===== config.mk =====
export PLATFORM = sky130hd
export DESIGN_NAME = asyncTx
export DESIGN_NICKNAME = d
export VERILOG_FILES = /design/src/rtl/asyncTxPkg.sv /design/src/rtl/asyncTxCtrl.sv /design/src/rtl/asyncTxDp.sv /design/src/rtl/asyncTx.sv
export SDC_FILE = /design/constraint.sdc
export NUM_CORES = 1
export LEC_CHECK = 0
export ABC_AREA = 1
export BUFFER_PORTS_ARGS = -buffer_cell sky130_fd_sc_hd__buf_2
export CORE_MARGIN = 5
export CORE_UTILIZATION = 40
export DETAILED_ROUTE_END_ITERATION = 10
export HOLD_SLACK_MARGIN = 0.12
export RECOVER_POWER = 25
export SETUP_SLACK_MARGIN = 0.02
export SYNTH_ARGS = -nofsm -noshare
export SYNTH_HDL_FRONTEND = slang
export SYNTH_HIERARCHICAL = 1
export SYNTH_SLANG_ARGS = --single-unit

===== constraint.sdc =====
create_clock -name clk -period 3.6 [get_ports clk]
set_clock_uncertainty 0.1 [all_clocks]
set_input_delay 0.72 -clock clk [delete_from_list [all_inputs] [get_ports clk]]
set_output_delay 0.72 -clock clk [all_outputs]
set_load 0.02 [all_outputs]

===== src/rtl/asyncTxPkg.sv =====
package asyncTxPkg;

  typedef enum logic [2:0] {
    PH_IDLE,
    PH_START,
    PH_DATA,
    PH_PARITY,
    PH_STOP,
    PH_BREAK
  } txPhase_e;

  // Strobes from control to datapath.
  typedef struct packed {
    logic     load;
    logic     shift;
    txPhase_e phase;
  } txStrobe_t;

  localparam logic [1:0] PAR_NONE  = 2'd0;
  localparam logic [1:0] PAR_EVEN  = 2'd1;
  localparam logic [1:0] PAR_ODD   = 2'd2;
  localparam logic [1:0] PAR_FORCE = 2'd3;

endpackage


===== src/rtl/asyncTxCtrl.sv =====
module asyncTxCtrl
  import asyncTxPkg::*;
#(
  parameter int DATA_W  = 8,
  parameter int MIN_LEN = 5,
  parameter int LEN_W   = 2,
  parameter int STOP_W  = 5
) (
  input  logic              clk,
  input  logic              rstN,
  input  logic              tickEn,
  input  logic              cfgX16,
  input  logic [LEN_W-1:0]  cfgLen,
  input  logic              parOn,
  input  logic [STOP_W-1:0] cfgStop,
  input  logic              ctsEn,
  input  logic              cts,
  input  logic              breakReq,
  input  logic              inValid,
  output logic              inReady,
  output logic              breakTick,
  output txStrobe_t         strobe
);

  localparam int BIT_W    = $clog2(DATA_W);
  localparam int TCNT_W   = STOP_W + 1;
  localparam int CHAR_MAX = (DATA_W + 2) * 16 + (1 << STOP_W);
  localparam int BRK_W    = $clog2(CHAR_MAX + 1);

  txPhase_e           state;
  logic [TCNT_W-1:0]  tickCnt;
  logic [BIT_W-1:0]   bitIdx;
  logic [BRK_W-1:0]   brkCnt;

  logic [TCNT_W-1:0]  bitTicks, stopTicks, stop16, stopWhole, phaseLen;
  logic [TCNT_W:0]    roundSum;
  logic [BIT_W:0]     dataLen;
  logic [BRK_W-1:0]   bitsPerChar, charTicks;
  logic               lastTick, lastBit, accept;

  // Stop length: sixteenths in 16X mode, nearest whole bit in 1X mode
  always_comb begin
    stop16    = TCNT_W'(cfgStop) + TCNT_W'(1);
    roundSum  = {1'b0, stop16} + (TCNT_W + 1)'(8);
    stopWhole = TCNT_W'(roundSum >> 4);
    if (stopWhole == '0) stopWhole = TCNT_W'(1);
    stopTicks = cfgX16 ? stop16 : stopWhole;
    bitTicks  = cfgX16 ? TCNT_W'(16) : TCNT_W'(1);
    phaseLen  = (state == PH_STOP) ? stopTicks : bitTicks;
  end

  assign dataLen     = (BIT_W + 1)'(MIN_LEN) + (BIT_W + 1)'(cfgLen);
  assign bitsPerChar = BRK_W'(dataLen) + BRK_W'(1) + BRK_W'(parOn);
  assign charTicks   = (cfgX16 ? (bitsPerChar << 4) : bitsPerChar) + BRK_W'(stopTicks);

  assign lastTick = tickEn && (tickCnt == phaseLen - TCNT_W'(1));
  assign lastBit  = ({1'b0, bitIdx} == dataLen - (BIT_W + 1)'(1));
  assign inReady  = (state == PH_IDLE) && !breakReq && (!ctsEn || cts);
  assign accept   = inValid && inReady;

  always_ff @(posedge clk) begin
    if (!rstN) begin
      state     <= PH_IDLE;
      tickCnt   <= '0;
      bitIdx    <= '0;
      brkCnt    <= '0;
      breakTick <= 1'b0;
    end else begin
      breakTick <= 1'b0;
      if (state inside {PH_START, PH_DATA, PH_PARITY, PH_STOP}) begin
        if (lastTick)    tickCnt <= '0;
        else if (tickEn) tickCnt <= tickCnt + TCNT_W'(1);
      end
      unique case (state)
        PH_IDLE: begin
          if (breakReq) begin
            state  <= PH_BREAK;
            brkCnt <= '0;
          end else if (accept) begin
            state   <= PH_START;
            tickCnt <= '0;
          end
        end
        PH_START: if (lastTick) begin
          state  <= PH_DATA;
          bitIdx <= '0;
        end
        PH_DATA: if (lastTick) begin
          if (lastBit) state <= parOn ? PH_PARITY : PH_STOP;
          else         bitIdx <= bitIdx + BIT_W'(1);
        end
        PH_PARITY: if (lastTick) state <= PH_STOP;
        PH_STOP:   if (lastTick) state <= PH_IDLE;
        PH_BREAK: begin
          if (!breakReq) begin
            state <= PH_IDLE;
          end else if (tickEn) begin
            if (brkCnt == charTicks - BRK_W'(1)) begin
              brkCnt    <= '0;
              breakTick <= 1'b1;
            end else begin
              brkCnt <= brkCnt + BRK_W'(1);
            end
          end
        end
        default: state <= PH_IDLE;
      endcase
    end
  end

  assign strobe.load  = accept;
  assign strobe.shift = (state == PH_DATA) && lastTick;
  assign strobe.phase = state;

  assert_cts_gate_R8: assert property (@(posedge clk) disable iff (!rstN)
    (ctsEn && !cts) |-> !inReady);
  assert_break_priority_R9: assert property (@(posedge clk) disable iff (!rstN)
    (state == PH_IDLE && breakReq) |=> (state == PH_BREAK));
  assert_breaktick_in_break_R9: assert property (@(posedge clk) disable iff (!rstN)
    breakTick |-> (state == PH_BREAK));
  assert_break_release_R10: assert property (@(posedge clk) disable iff (!rstN)
    (state == PH_BREAK && !breakReq) |=> (state == PH_IDLE));
  assert_no_tick_hold_R11: assert property (@(posedge clk) disable iff (!rstN)
    (!tickEn && state inside {PH_START, PH_DATA, PH_PARITY, PH_STOP})
      |=> ($stable(state) && $stable(tickCnt)));
  assert_bit_count_bound_R4: assert property (@(posedge clk) disable iff (!rstN)
    (state inside {PH_START, PH_DATA, PH_PARITY}) |-> (tickCnt < bitTicks));

endmodule


===== src/rtl/asyncTxDp.sv =====
module asyncTxDp
  import asyncTxPkg::*;
#(
  parameter int DATA_W = 8
) (
  input  logic              clk,
  input  logic              rstN,
  input  txStrobe_t         strobe,
  input  logic [DATA_W-1:0] inData,
  input  logic [1:0]        cfgParity,
  input  logic              cfgForceVal,
  output logic              txd
);

  logic [DATA_W-1:0] shReg;
  logic              parAcc;
  logic              parBit;

  always_ff @(posedge clk) begin
    if (!rstN) begin
      shReg  <= '0;
      parAcc <= 1'b0;
    end else if (strobe.load) begin
      shReg  <= inData;
      parAcc <= 1'b0;
    end else if (strobe.shift) begin
      shReg  <= shReg >> 1;
      parAcc <= parAcc ^ shReg[0];
    end
  end

  always_comb begin
    unique case (cfgParity)
      PAR_EVEN:  parBit = parAcc;
      PAR_ODD:   parBit = ~parAcc;
      PAR_FORCE: parBit = cfgForceVal;
      default:   parBit = 1'b1;
    endcase
  end

  always_comb begin
    unique case (strobe.phase)
      PH_START, PH_BREAK: txd = 1'b0;
      PH_DATA:            txd = shReg[0];
      PH_PARITY:          txd = parBit;
      default:            txd = 1'b1;
    endcase
  end

  assert_start_follows_load_R2: assert property (@(posedge clk) disable iff (!rstN)
    strobe.load |=> !txd);
  assert_idle_mark_R1: assert property (@(posedge clk) disable iff (!rstN)
    (strobe.phase == PH_IDLE) |-> txd);

endmodule


===== src/rtl/asyncTx.sv =====
module asyncTx
  import asyncTxPkg::*;
#(
  parameter int DATA_W  = 8,
  parameter int MIN_LEN = 5,
  parameter int STOP_W  = 5,
  localparam int LEN_W  = $clog2(DATA_W - MIN_LEN + 1)
) (
  input  logic              clk,
  input  logic              rstN,
  input  logic              tickEn,
  input  logic              cfgX16,
  input  logic [LEN_W-1:0]  cfgLen,
  input  logic [1:0]        cfgParity,
  input  logic              cfgForceVal,
  input  logic [STOP_W-1:0] cfgStop,
  input  logic              ctsEn,
  input  logic              cts,
  input  logic              breakReq,
  input  logic              inValid,
  input  logic [DATA_W-1:0] inData,
  output logic              inReady,
  output logic              txd,
  output logic              breakTick
);

  txStrobe_t strobe;

  asyncTxCtrl #(
    .DATA_W(DATA_W), .MIN_LEN(MIN_LEN), .LEN_W(LEN_W), .STOP_W(STOP_W)
  ) uCtrl (
    .clk(clk), .rstN(rstN), .tickEn(tickEn), .cfgX16(cfgX16),
    .cfgLen(cfgLen), .parOn(cfgParity != PAR_NONE), .cfgStop(cfgStop),
    .ctsEn(ctsEn), .cts(cts), .breakReq(breakReq), .inValid(inValid),
    .inReady(inReady), .breakTick(breakTick), .strobe(strobe)
  );

  asyncTxDp #(.DATA_W(DATA_W)) uDp (
    .clk(clk), .rstN(rstN), .strobe(strobe), .inData(inData),
    .cfgParity(cfgParity), .cfgForceVal(cfgForceVal), .txd(txd)
  );

endmodule


==> results of run 1 <==
==> final timing paths <==
kind / startpoint / endpoint / slack [ns]
hold / removal: uDp/shReg[7] / uDp/shReg[7] / 0.36
setup / recovery: cfgParity[0] / uCtrl/brkCnt[5] / 0.02
hold reg to reg: uDp/shReg[7] / uDp/shReg[7] / 0.36
setup reg to reg: uCtrl/state[1] / uDp/parAcc / 0.93
==> stage by stage <==
step / cells / utilization [%] / area, um^2
after detailed placement: 594 / 47.76 / 3427
after floorplan: 444 / - / 2989
after CTS: 604 / 50.51 / 3625
final: 604 / 51.23 / 3676
after global placement: 594 / 47.76 / 3427
after global routing: 604 / 51.23 / 3676
==> registers in the layout, indices dropped and copies added (netlist names) <==
register	flops
uCtrl/breakTick	1
uDp/parAcc	1
uCtrl/state	3
uDp/shReg	8
uCtrl/bitIdx	3
uCtrl/brkCnt	8
uCtrl/tickCnt	6
==> layout by cell type (no fill, tap or decap), types with 7 or more instances in the layout <==
| cell | instances |
|---|---|
| o21ai_0 | 7 |
| xor2_1 | 14 |
| xnor2_1 | 7 |
| buf_2 | 20 |
| nand3_2 | 11 |
| dfxtp_1 | 30 |
| nor2_1 | 39 |
| ha_1 | 13 |
| nand2_2 | 20 |
| inv_2 | 13 |
| inv_1 | 59 |
| nand3_1 | 23 |
| buf_4 | 27 |
| a21oi_2 | 10 |
| a21oi_1 | 13 |
| nand2_1 | 118 |
==> routing by layer <==
layer / global-route usage [%] / up-vias
met5: 0 / -
met3: 2.210 / 6
met1: 19.20 / 1251
met4: 4.621 / 0
met2: 25.60 / 37
li1: - / 1521
==> timing repair <==
action	in CTS	in global routing
hold endpoints to repair	0	0
gates resized for setup	13	16
endpoints found under the setup margin	9	17
pin swaps	17	6
buffers inserted	1	0
cloned	1	0
==> kinds of logic (layout without fill, tap and decap cells) <==
kind of cell / Yosys count / count (layout) / share of synthesized area [%]
AO/OA/AOI/OAI: 40 / 40 / 8.694
buffers and inverters: 81 / 141 / 11.65
flip-flops: 30 / 30 / 20.56
AND/OR/NAND/NOR: 252 / 253 / 43.60
adder cells (fa/ha/maj): 19 / 19 / 8.651
XOR/XNOR: 22 / 22 / 6.853
==> power by group through the flow <==
stage	sequential (uW)	clock [uW]	combinational [uW]
after floorplan	407	0	605
after global placement	417	0	753
after detailed placement	416	0	764
after CTS	409	437	777
after global routing	416	448	875
final	409	428	773
==> critical path: stages <==
cell      delay (ns)
buf_6           0.07
inv_2           0.03
nand2_2         0.05
inv_2           0.05
ha_4            0.15
fa_1            0.45
inv_2           0.08
nand2_2         0.05
ha_1            0.28
inv_1           0.06
ha_2            0.17
inv_2           0.04
fa_2            0.35
o21ai_2         0.15
xor2_1          0.19
xor2_1          0.16
nand4_1         0.10
nor2_2          0.19
nand2_2         0.13
nand3b_1        0.13
a21oi_2         0.06
==> final cells by class <==
class / count / area (um^2)
clock buffers: 6 / 82.58
fillers: 721 / 3500
repair buffers: 56 / 395.4
well taps: 99 / 123.9
flip-flops and latches: 30 / 600.6
inverters: 77 / 299.0
clock inverters: 2 / 60.06
multi-input cells: 334 / 2115
==> key figures, run 1 <==
Power
  – Clock share of power: 26.6%
  – LEAKAGE: 0.001723 uW
  – Net Sw Power: roughly 660 uW
  – Logic gate share of total power: a little under half
  – Sequential group share of total power: between 20% and 30%
  – Sw Share: between 40% and 50%
  – Pwr dens: 437.8 nW/um^2
  – Post-layout power: 1609 uW
  – Internal: ~950 uW
  – Peak VDD IR: 0.0002350 V

Die
  – Rows: 31
  – Die area: 9113 um^2
  – Chip Width: 95.46 um
  – Chip height: 95.46 um
  – I/O Pins: 29
  – Initial core utilization: 40.71%
  – Core Region: 7176 um^2

Clocking
  – CTS root buffer: clkbuf_8
  – Clk_lat worst skew: between 0.2 and 0.3 ns
  – Clock Pin Slew Worst Setup and Hold Paths: 0.07 ns
  – CTS tree: yes
  – Clk sinks: 30
  – Clock buffer count from CTS: 5
  – Clock Path Buffers: 2
  – Hold buffers post-CTS: 0
  – CTS H-tree lvls: 2

Drt
  – Final wirelength: approximately 6500 um
  – Wirelength per Cell: 10.72 um
  – Vias per cell: between 4 and 5
  – DR top layer: met4
  – Wire length on met2: 3149 um
  – # DRC: 0
  – WL met1: around 3000 um
  – Drt pass-1 iters: 4
  – Antenna Nets Post-Route: 0
  – DRT iter0 DRCs: 63
  – WL met3: 197 um
  – DR vias: roughly 2800

Synthesis
  – Cell Area, Synth: 2922 um^2
  – Syn_area_per_cell: between 6 and 7 um^2
  – Net Count, Synth: slightly below 500
  – Yosys Warn Count: 6
  – Yosys cell types: 42
  – Gate Count Post-Synth: 444
  – Post-synth top cells: nand2_1, inv_1, nor2_1, dfxtp_1, nand3_1
  – Post-synth top area share: 20.56%
  – Post-synth EDFFs: 0
  – Most common cell in the netlist: nand2_1
  – Post-synth ARST share: 0%
  – Area contributors post-synth: dfxtp_1, nand2_1, inv_1
  – Yosys top cell by area: dfxtp_1
  – Main synth FF type: dfxtp_1
  – Seq/Total Area, Yosys: between 20% and 30%
  – Yosys reg bits: 30

Placed design
  – Detailed Place HPWL: 5201 um
  – IO Port Bufs: 28
  – GP Congestion: roughly 0.85
  – Pre-CTS setup slack: -0.3909 ns

GRT
  – Vias in the first global route: approximately 2600
  – First-pass GRT wire length: 11050 um
  – Overall Global Routing Usage: between 10 and 15%
  – GRT overflow: 0
  – Initial antenna violation count: 0
  – Largest net degree at the start of global routing: 13

Layout
  – # diodes: 0
  – Area grow syn2layout: 25.82%
  – Layout net count: 549
  – Share of cells above drive strength 1: between 30% and 40%

Setup path
  – Crit path max fanout: 5
  – Crit path DAT: 3.65 ns
  – Crit. End Element: flip-flop
  – Critical path data required time: around 3.7 ns
  – Depth of the most critical reg-to-reg path: 19
  – Setup crit start kind: input port
  – Crit Path Category: in2reg

STA
  – Fin crit share: between 90 and 100%
  – Worst Tran Pin Value: 0.5575 ns
  – Hold_ws: roughly 0.36 ns
  – Fin. max-slew vios: 0
  – Fmax: around 0.28 GHz
  – Setup WS post-layout: 0.01595 ns
  – Hold Violations, Final: 0
  – Period minus WS final: 3.584 ns
  – Fin Setup TNS: 0 ns
  – RSZ-0062 raised after global routing: yes
  – Final setup viols: 0
  – Worst slew margin: 62.70%

Hold path
  – Hold Crit Class: reg2reg
  – Hold Path Depth: 2

Status
  – Status: complete, no violations

Run
  – Max Cap Violations: 0
(Power assumes the default switching activity.)
==> run 2, diff against run 1 <==
Settings changed: ABC_AREA 1 to unset.
==> run 2 against run 1 <==
The flow now finishes with violations (setup timing). Critical endpoint is now uCtrl/brkCnt[4]. Sequential share of layout area grew 1.1 points. Worst setup slack lost 0.83 ns. Register-to-register slack lost 0.55 ns. Critical path type unchanged. Largest cell class unchanged. Die area shrank 11%. Count of clock-buffer cells in the layout shrank 1. Area after synthesis shrank 12%. Flip-flop and latch count is the same. Routed wire length grew 2.2%.
==> key figures, run 2 <==
Layout
  – Top flop regs: uCtrl/brkCnt x8, uDp/shReg x8, uCtrl/tickCnt x6
  – Commonest non-fill, non-tap cell in the layout: nand2_1
  – Fillers: 615 (-15%)
  – Layout net count: 444 (-19%)
  – Area grow syn2layout: 33.66%
  – Most frequent cells in the layout: nand2_1, buf_4, dfxtp_1, buf_2, inv_1
  – # diodes: 0 (unchanged)
  – Share of cells above drive strength 1: 32.75% (+2.7 points)

Synthesis
  – Main synth FF type: dfxtp_1
  – Syn_area_per_cell: 7.713 um^2 (+17%)
  – Yosys reg bits: 30 (unchanged)
  – Area contributors post-synth: dfxtp_1, ha_1, nand2_1
  – Cell Area, Synth: 2576 um^2 (-12%)
  – Post-synth top area share: 23.31% (+2.8 points)
  – Synth Area in Compound Gates: 18.60% (+9.9 points)
  – Post-synth ARST share: 0% (unchanged)
  – Most common cell in the netlist: nand2_1
  – Largest family of logic cells by synthesized area: simple AND/OR/NAND/NOR gates
  – Seq/Total Area, Yosys: 23.31% (+2.8 points)
  – Post-synth EDFFs: 0 (unchanged)
  – Yosys Warn Count: 6 (unchanged)
  – Yosys cell types: 64 (+52%)
  – Multiplexer area fraction after synthesis: 3.545% (+3.5 points)
  – Gate Count Post-Synth: 334 (-25%)
  – Yosys top cell by area: dfxtp_1
  – Net Count, Synth: 379 (-22%)
  – Simple logic cell fraction of the synthesized area: 27.88% (-16 points)
  – Xor and xnor area share after synthesis: 10.54% (+3.7 points)
  – Post-synth top cells: nand2_1, dfxtp_1, inv_1
  – Post-Synth Adder-Cell Area: 9.811% (+1.2 points)

STA
  – Hold Violations, Final: 0 (unchanged)
  – Fin crit share: 122.7% (+23 points)
  – Worst slew margin: 61.68% (-1.0 points)
  – Fin. max-slew vios: 0 (unchanged)
  – Setup WS post-layout: -0.8169 ns (-0.8328 ns)
  – Worst Tran Pin Value: 0.5729 ns (+0.01545 ns)
  – Fmax: 0.2264 GHz (-19%)
  – Final setup viols: 29 (+29)
  – Period minus WS final: 4.417 ns (+0.8328 ns)
  – Fin Setup TNS: -8.846 ns (-8.846 ns)
  – Hold_ws: 0.3963 ns (+0.03287 ns)
  – RSZ-0062 raised after global routing: yes

GRT
  – Initial antenna violation count: 0 (unchanged)
  – Vias in the first global route: 2513 (-1.8%)
  – Most utilized layer in the global route result: met2
  – Met1 global-route usage: 21.37% (+2.2 points)
  – GR Util met2: 26.89% (+1.3 points)
  – Overall Global Routing Usage: 16.26% (+1.3 points)
  – GR Util met3: 3.083% (+0.87 points)
  – First-pass GRT wire length: 11300 um (+2.3%)
  – GRT overflow: 0 (unchanged)
  – Largest net degree at the start of global routing: 25 (+12)

Hold path
  – Hold Path Sink: uCtrl/bitIdx[2]
  – Hold_sp: uCtrl/bitIdx[2]
  – Hold Crit Class: reg2reg
  – Hold Path Depth: 2 (unchanged)

Clocking
  – Clock Path Buffers: 2 (unchanged)
  – CTS root buffer: clkbuf_8
  – Clock Pin Slew Worst Setup and Hold Paths: 0.07 ns (about the same)
  – Clk_lat worst skew: 0.28 ns (about the same)
  – Clock buffer count from CTS: 5 (unchanged)
  – Clk sinks: 30 (unchanged)
  – CTS tree: yes
  – Hold buffers post-CTS: 0 (unchanged)
  – CTS H-tree lvls: 2 (unchanged)

Setup path
  – Setup crit start kind: input port
  – Worst setup startpoint: cfgStop[0]
  – Flop2flop setup slack: 0.38 ns (-0.55 ns)
  – Reg-to-Reg End: uCtrl/bitIdx[0]
  – Crit Path Category: in2reg
  – R2r startpoint: uCtrl/state[0]
  – Crit. End Element: flip-flop
  – Crit path max fanout: 4 (-1)
  – Critical path data required time: 3.67 ns (about the same)
  – Depth of the most critical reg-to-reg path: 12 (-7)
  – Crit path DAT: 4.49 ns (+0.84 ns)

Die
  – Die area: 8146 um^2 (-11%)
  – Rows: 29 (-6.5%)
  – I/O Pins: 29 (unchanged)
  – Initial core utilization: 40.80% (+0.090 points)
  – Core Region: 6314 um^2 (-12%)
  – Chip height: 90.26 um (-5.5%)
  – Chip Width: 90.26 um (-5.5%)

Drt
  – Vias per cell: 5.386 (+16%)
  – DR vias: 2569 (-8.7%)
  – Antenna Nets Post-Route: 0 (unchanged)
  – Wirelength per Cell: 13.86 um (+29%)
  – Final wirelength: 6613 um (+2.2%)
  – DRT iter0 DRCs: 105 (+67%)
  – # DRC: 0 (unchanged)
  – Drt pass-1 iters: 4 (unchanged)

Power
  – LEAKAGE: 0.001421 uW (-17%)
  – Post-layout power: 1379 uW (-14%)
  – Peak VDD IR: 0.0002841 V (+21%)
  – Pwr dens: 400.4 nW/um^2 (-8.6%)

Status
  – Failing checks: setup timing
  – Status: complete, but fails checks

Run
  – Max Cap Violations: 0 (unchanged)

Placed design
  – IO Port Bufs: 28 (unchanged)
  – GP Congestion: 0.8345 (-1.9%)
  – Detailed Place HPWL: 4975 um (-4.3%)
## run 2: worst max-delay path by stage
| stage | to | slack (ns) | cells after the start |
|---|---|---|---|
| 5_1_grt | uCtrl/brkCnt[4] | -1.0 | 22 |
| 6_report | uCtrl/brkCnt[4] | -0.82 | 22 |
| 2_1_floorplan | uCtrl/brkCnt[5] | -0.77 | 20 |
| 3_5_place_dp | uCtrl/brkCnt[5] | -1.07 | 19 |
| 3_3_place_gp | uCtrl/brkCnt[5] | -1.01 | 19 |
| 4_1_cts | uCtrl/brkCnt[5] | -0.74 | 21 |
## run 2: metrics by stage
step                instances  worst slack [ns]  util (%)  cell area, um^2
CTS                       475           -0.7443     52.48             3313
global placement          463            -1.013     49.58             3131
detailed placement        463            -1.067     49.58             3131
finish                    477           -0.8169     54.54             3443
global route              477           -0.9953     54.54             3443
floorplan                 334           -0.7729         -             2671
## run 2: logic make-up after synthesis
| group | count (synthesis) |
|---|---|
| buffers and inverters | 40 |
| AND/OR/NAND/NOR | 135 |
| flip-flops | 30 |
| multiplexers | 9 |
| AO/OA/AOI/OAI | 70 |
| XOR/XNOR | 31 |
| adder cells (fa/ha/maj) | 19 |
## run 2: critical path, stage by stage
cell and delay (ns):
buf_8 0.10, ha_4 0.15, and3_4 0.18, xnor2_4 0.15, ha_4 0.16, or3_4 0.34, nand2_4 0.07, o21ai_2 0.06
ha_1 0.29, inv_1 0.06, ha_2 0.18, inv_2 0.04, fa_2 0.53, xnor2_1 0.07, a211oi_1 0.17, o311ai_1 0.13
a311oi_1 0.25, nand4_1 0.21, nor3_4 0.24, buf_6 0.15, a21oi_2 0.03, a31o_2 0.20
## run 2: cell type report
| cell class | instances | area (um^2) | share of cell area (%) |
|---|---|---|---|
| flip-flops and latches | 30 | 600.6 | 17.44 |
| clock inverters | 3 | 40.04 | 1.163 |
| well taps | 77 | 96.34 | 2.798 |
| clock buffers | 5 | 68.82 | 1.999 |
| multi-input cells | 264 | 2039 | 59.23 |
| inverters | 27 | 101.3 | 2.943 |
| repair buffers | 71 | 496.7 | 14.43 |
## run 2: repair_timing
item	4_1_cts	5_1_grt
buffers inserted	3	3
resized for setup	18	33
setup endpoints to repair	27	30
pin swaps	6	15
cloned	1	0
## run 2: power breakdown
group,internal [uW],leakage (uW),switching (uW)
clock,204,0.0000579,134
sequential,356,0.000243,36.5
combinational,294,0.00112,355
total,853,0.00142,525
## run 2: per-layer routing
metal  share of wire [%]  vias to the layer above
met2                  49                       56
li1                    -                     1312
met4                 1.3                        0
met5                   0                        -
met1                  46                     1193
met3                 4.0                        8
==> run 3, diff against run 2 <==
Settings changed: CORE_ASPECT_RATIO set to 0.7.
==> run 3 against run 2 <==
The run still ends with setup timing left. Routed wire length fell by 0.38%. First-iteration DRC count decreased by 10%. Register-to-register slack better by 0.21 ns.
==> key figures, run 3 (synthesized netlist as in run 2, its figures left out) <==
Placed design
  – GP Congestion: 0.8709 (+4.4%)
  – Detailed Place HPWL: 5012 um (+0.74%)
  – Placed cell area: 3132 um^2 (about the same)
  – IO Port Bufs: 28 (unchanged)
  – Inst Count DP: 464 (+0.22%)

Clocking
  – CTS tree: yes
  – CTS root buffer: clkbuf_8
  – Clock buffer count from CTS: 5 (unchanged)
  – CTS H-tree lvls: 2 (unchanged)
  – Clk sinks: 30 (unchanged)
  – Clk_lat worst skew: 0.28 ns (about the same)
  – Clock Pin Slew Worst Setup and Hold Paths: 0.07 ns (about the same)
  – Clock Path Buffers: 2 (unchanged)

Die
  – Chip height: 77.15 um (-15%)
  – Die area: 8171 um^2 (+0.31%)
  – I/O Pins: 29 (unchanged)
  – Core Region: 6246 um^2 (-1.1%)
  – Chip Width: 105.9 um (+17%)
  – Rows: 24 (-17%)
  – Initial core utilization: 41.25% (+0.44 points)

GRT
  – Met1 global-route usage: 23.77% (+2.4 points)
  – Overall Global Routing Usage: 16.30% (+0.040 points)
  – GRT overflow: 0 (unchanged)
  – Largest net degree at the start of global routing: 25 (unchanged)
  – First-pass GRT wire length: 11040 um (-2.3%)
  – GR Util met3: 3.440% (+0.36 points)
  – Vias in the first global route: 2411 (-4.1%)
  – GR Util met2: 24.87% (-2.0 points)
  – Most utilized layer in the global route result: met2
  – Initial antenna violation count: 0 (unchanged)

STA
  – Setup WS post-layout: -0.7771 ns (+0.03978 ns)
  – Worst Tran Pin Value: 0.4651 ns (-0.1079 ns)
  – Fin crit share: 121.6% (-1.1 points)
  – Period minus WS final: 4.377 ns (-0.03978 ns)
  – Hold Violations, Final: 0 (unchanged)
  – Fmax: 0.2285 GHz (+0.91%)
  – RSZ-0062 raised after global routing: yes
  – Fin. max-slew vios: 0 (unchanged)
  – Final setup viols: 30 (+3.4%)
  – Worst slew margin: 68.85% (+7.2 points)
  – Fin Setup TNS: -11.21 ns (-2.361 ns)

Layout
  – Layout net count: 450 (+1.4%)
  – Commonest non-fill, non-tap cell in the layout: buf_4
  – Most frequent cells in the layout: buf_4, nand2_1, dfxtp_1, buf_2, inv_1
  – Fin cells: 484 (+1.5%)
  – Final core utilization: 56.07% (+1.5 points)
  – Share of cells above drive strength 1: 34.24% (+1.5 points)
  – # diodes: 0 (unchanged)
  – Area grow syn2layout: 35.94%
  – Top flop regs: uCtrl/brkCnt x8, uDp/shReg x8, uCtrl/tickCnt x6
  – Design area: 3502 um^2 (+1.7%)

Drt
  – DRT iter0 DRCs: 94 (-10%)
  – DR vias: 2535 (-1.3%)
  – Drt pass-1 iters: 4 (unchanged)
  – Wirelength per Cell: 13.61 um (-1.8%)
  – Vias per cell: 5.238 (-2.8%)
  – Antenna Nets Post-Route: 0 (unchanged)
  – # DRC: 0 (unchanged)
  – Final wirelength: 6588 um (-0.38%)

Power
  – Peak VDD IR: 0.0002458 V (-13%)
  – Pwr dens: 401.9 nW/um^2 (+0.38%)
  – Post-layout power: 1407 uW (+2.1%)
  – LEAKAGE: 0.001449 uW (+2.0%)

Status
  – Failing checks: setup timing
  – Status: complete, but fails checks

Setup path
  – Setup crit start kind: input port
  – Crit. End Element: flip-flop
  – Crit Path Category: in2reg
  – Crit path max fanout: 4 (unchanged)
  – Crit path DAT: 4.49 ns (about the same)
  – Critical path data required time: 3.71 ns (+0.04 ns)

Hold path
  – Hold Crit Class: reg2reg

Run
  – Max Cap Violations: 0 (unchanged)
[run 3: cell types whose count changed in the layout (fill, tap and decap cells not counted), moves of 2 or more]
cell,previous run,this run
a21oi_1,6,4
a21oi_2,1,3
buf_6,4,6
buf_4,39,43
[run 3: worst max-delay path, cell delays in order]
cell	delay, ns
buf_8	0.10
ha_4	0.15
and3_4	0.19
xnor2_4	0.14
ha_2	0.17
or3_4	0.34
nand2_4	0.08
o21ai_4	0.05
ha_1	0.29
inv_1	0.06
ha_2	0.17
inv_2	0.04
fa_2	0.36
nor2b_1	0.12
o21a_1	0.16
nor3_1	0.06
or3_1	0.34
nand4_1	0.17
nor3_4	0.07
buf_6	0.14
or4_4	0.41
a21oi_2	0.14
[run 3: per-layer routing]
layer,up-vias,routed length [um]
li1,1313,-
met1,1179,3386
met2,37,2925
met3,6,232
met4,0,43
met5,-,0
[run 3: metrics by stage]
stage	worst slack, ns	hold WS (ns)
global placement	-1.019	0.3812
finish	-0.7771	0.3920
CTS	-0.7293	0.3904
global route	-0.9676	0.4447
detailed placement	-1.106	0.3806
floorplan	-0.7729	0.3613
[run 3: final timing paths]
check	slack, ns	cells after the start	from	end
worst max register to register	0.59	12	uCtrl/state[1]	uCtrl/bitIdx[1]
worst max-delay path	-0.78	22	cfgStop[1]	uCtrl/brkCnt[0]
worst min register to register	0.39	2	uCtrl/bitIdx[2]	uCtrl/bitIdx[2]
worst min-delay path	0.39	2	uCtrl/bitIdx[2]	uCtrl/bitIdx[2]
[run 3: area by class of cell]
cell class,instances,area (um^2)
fillers,573,2744
multi-input cells,264,2044
flip-flops and latches,30,600.6
repair buffers,77,549.3
inverters,27,101.3
well taps,78,97.59
clock buffers,5,68.82
clock inverters,3,40.04
[run 3: where the power goes]
group	internal, uW	total (uW)	switching (uW)
sequential	356	385	29.1
combinational	324	693	369
clock	203	329	126
total	884	1410	524
[run 3: timing repair]
item,in CTS,in global routing
setup endpoints to repair,28,30
resized for setup,37,16
buffers inserted,8,4
cloned,0,0
hold buffers,0,0
pin swaps,16,13
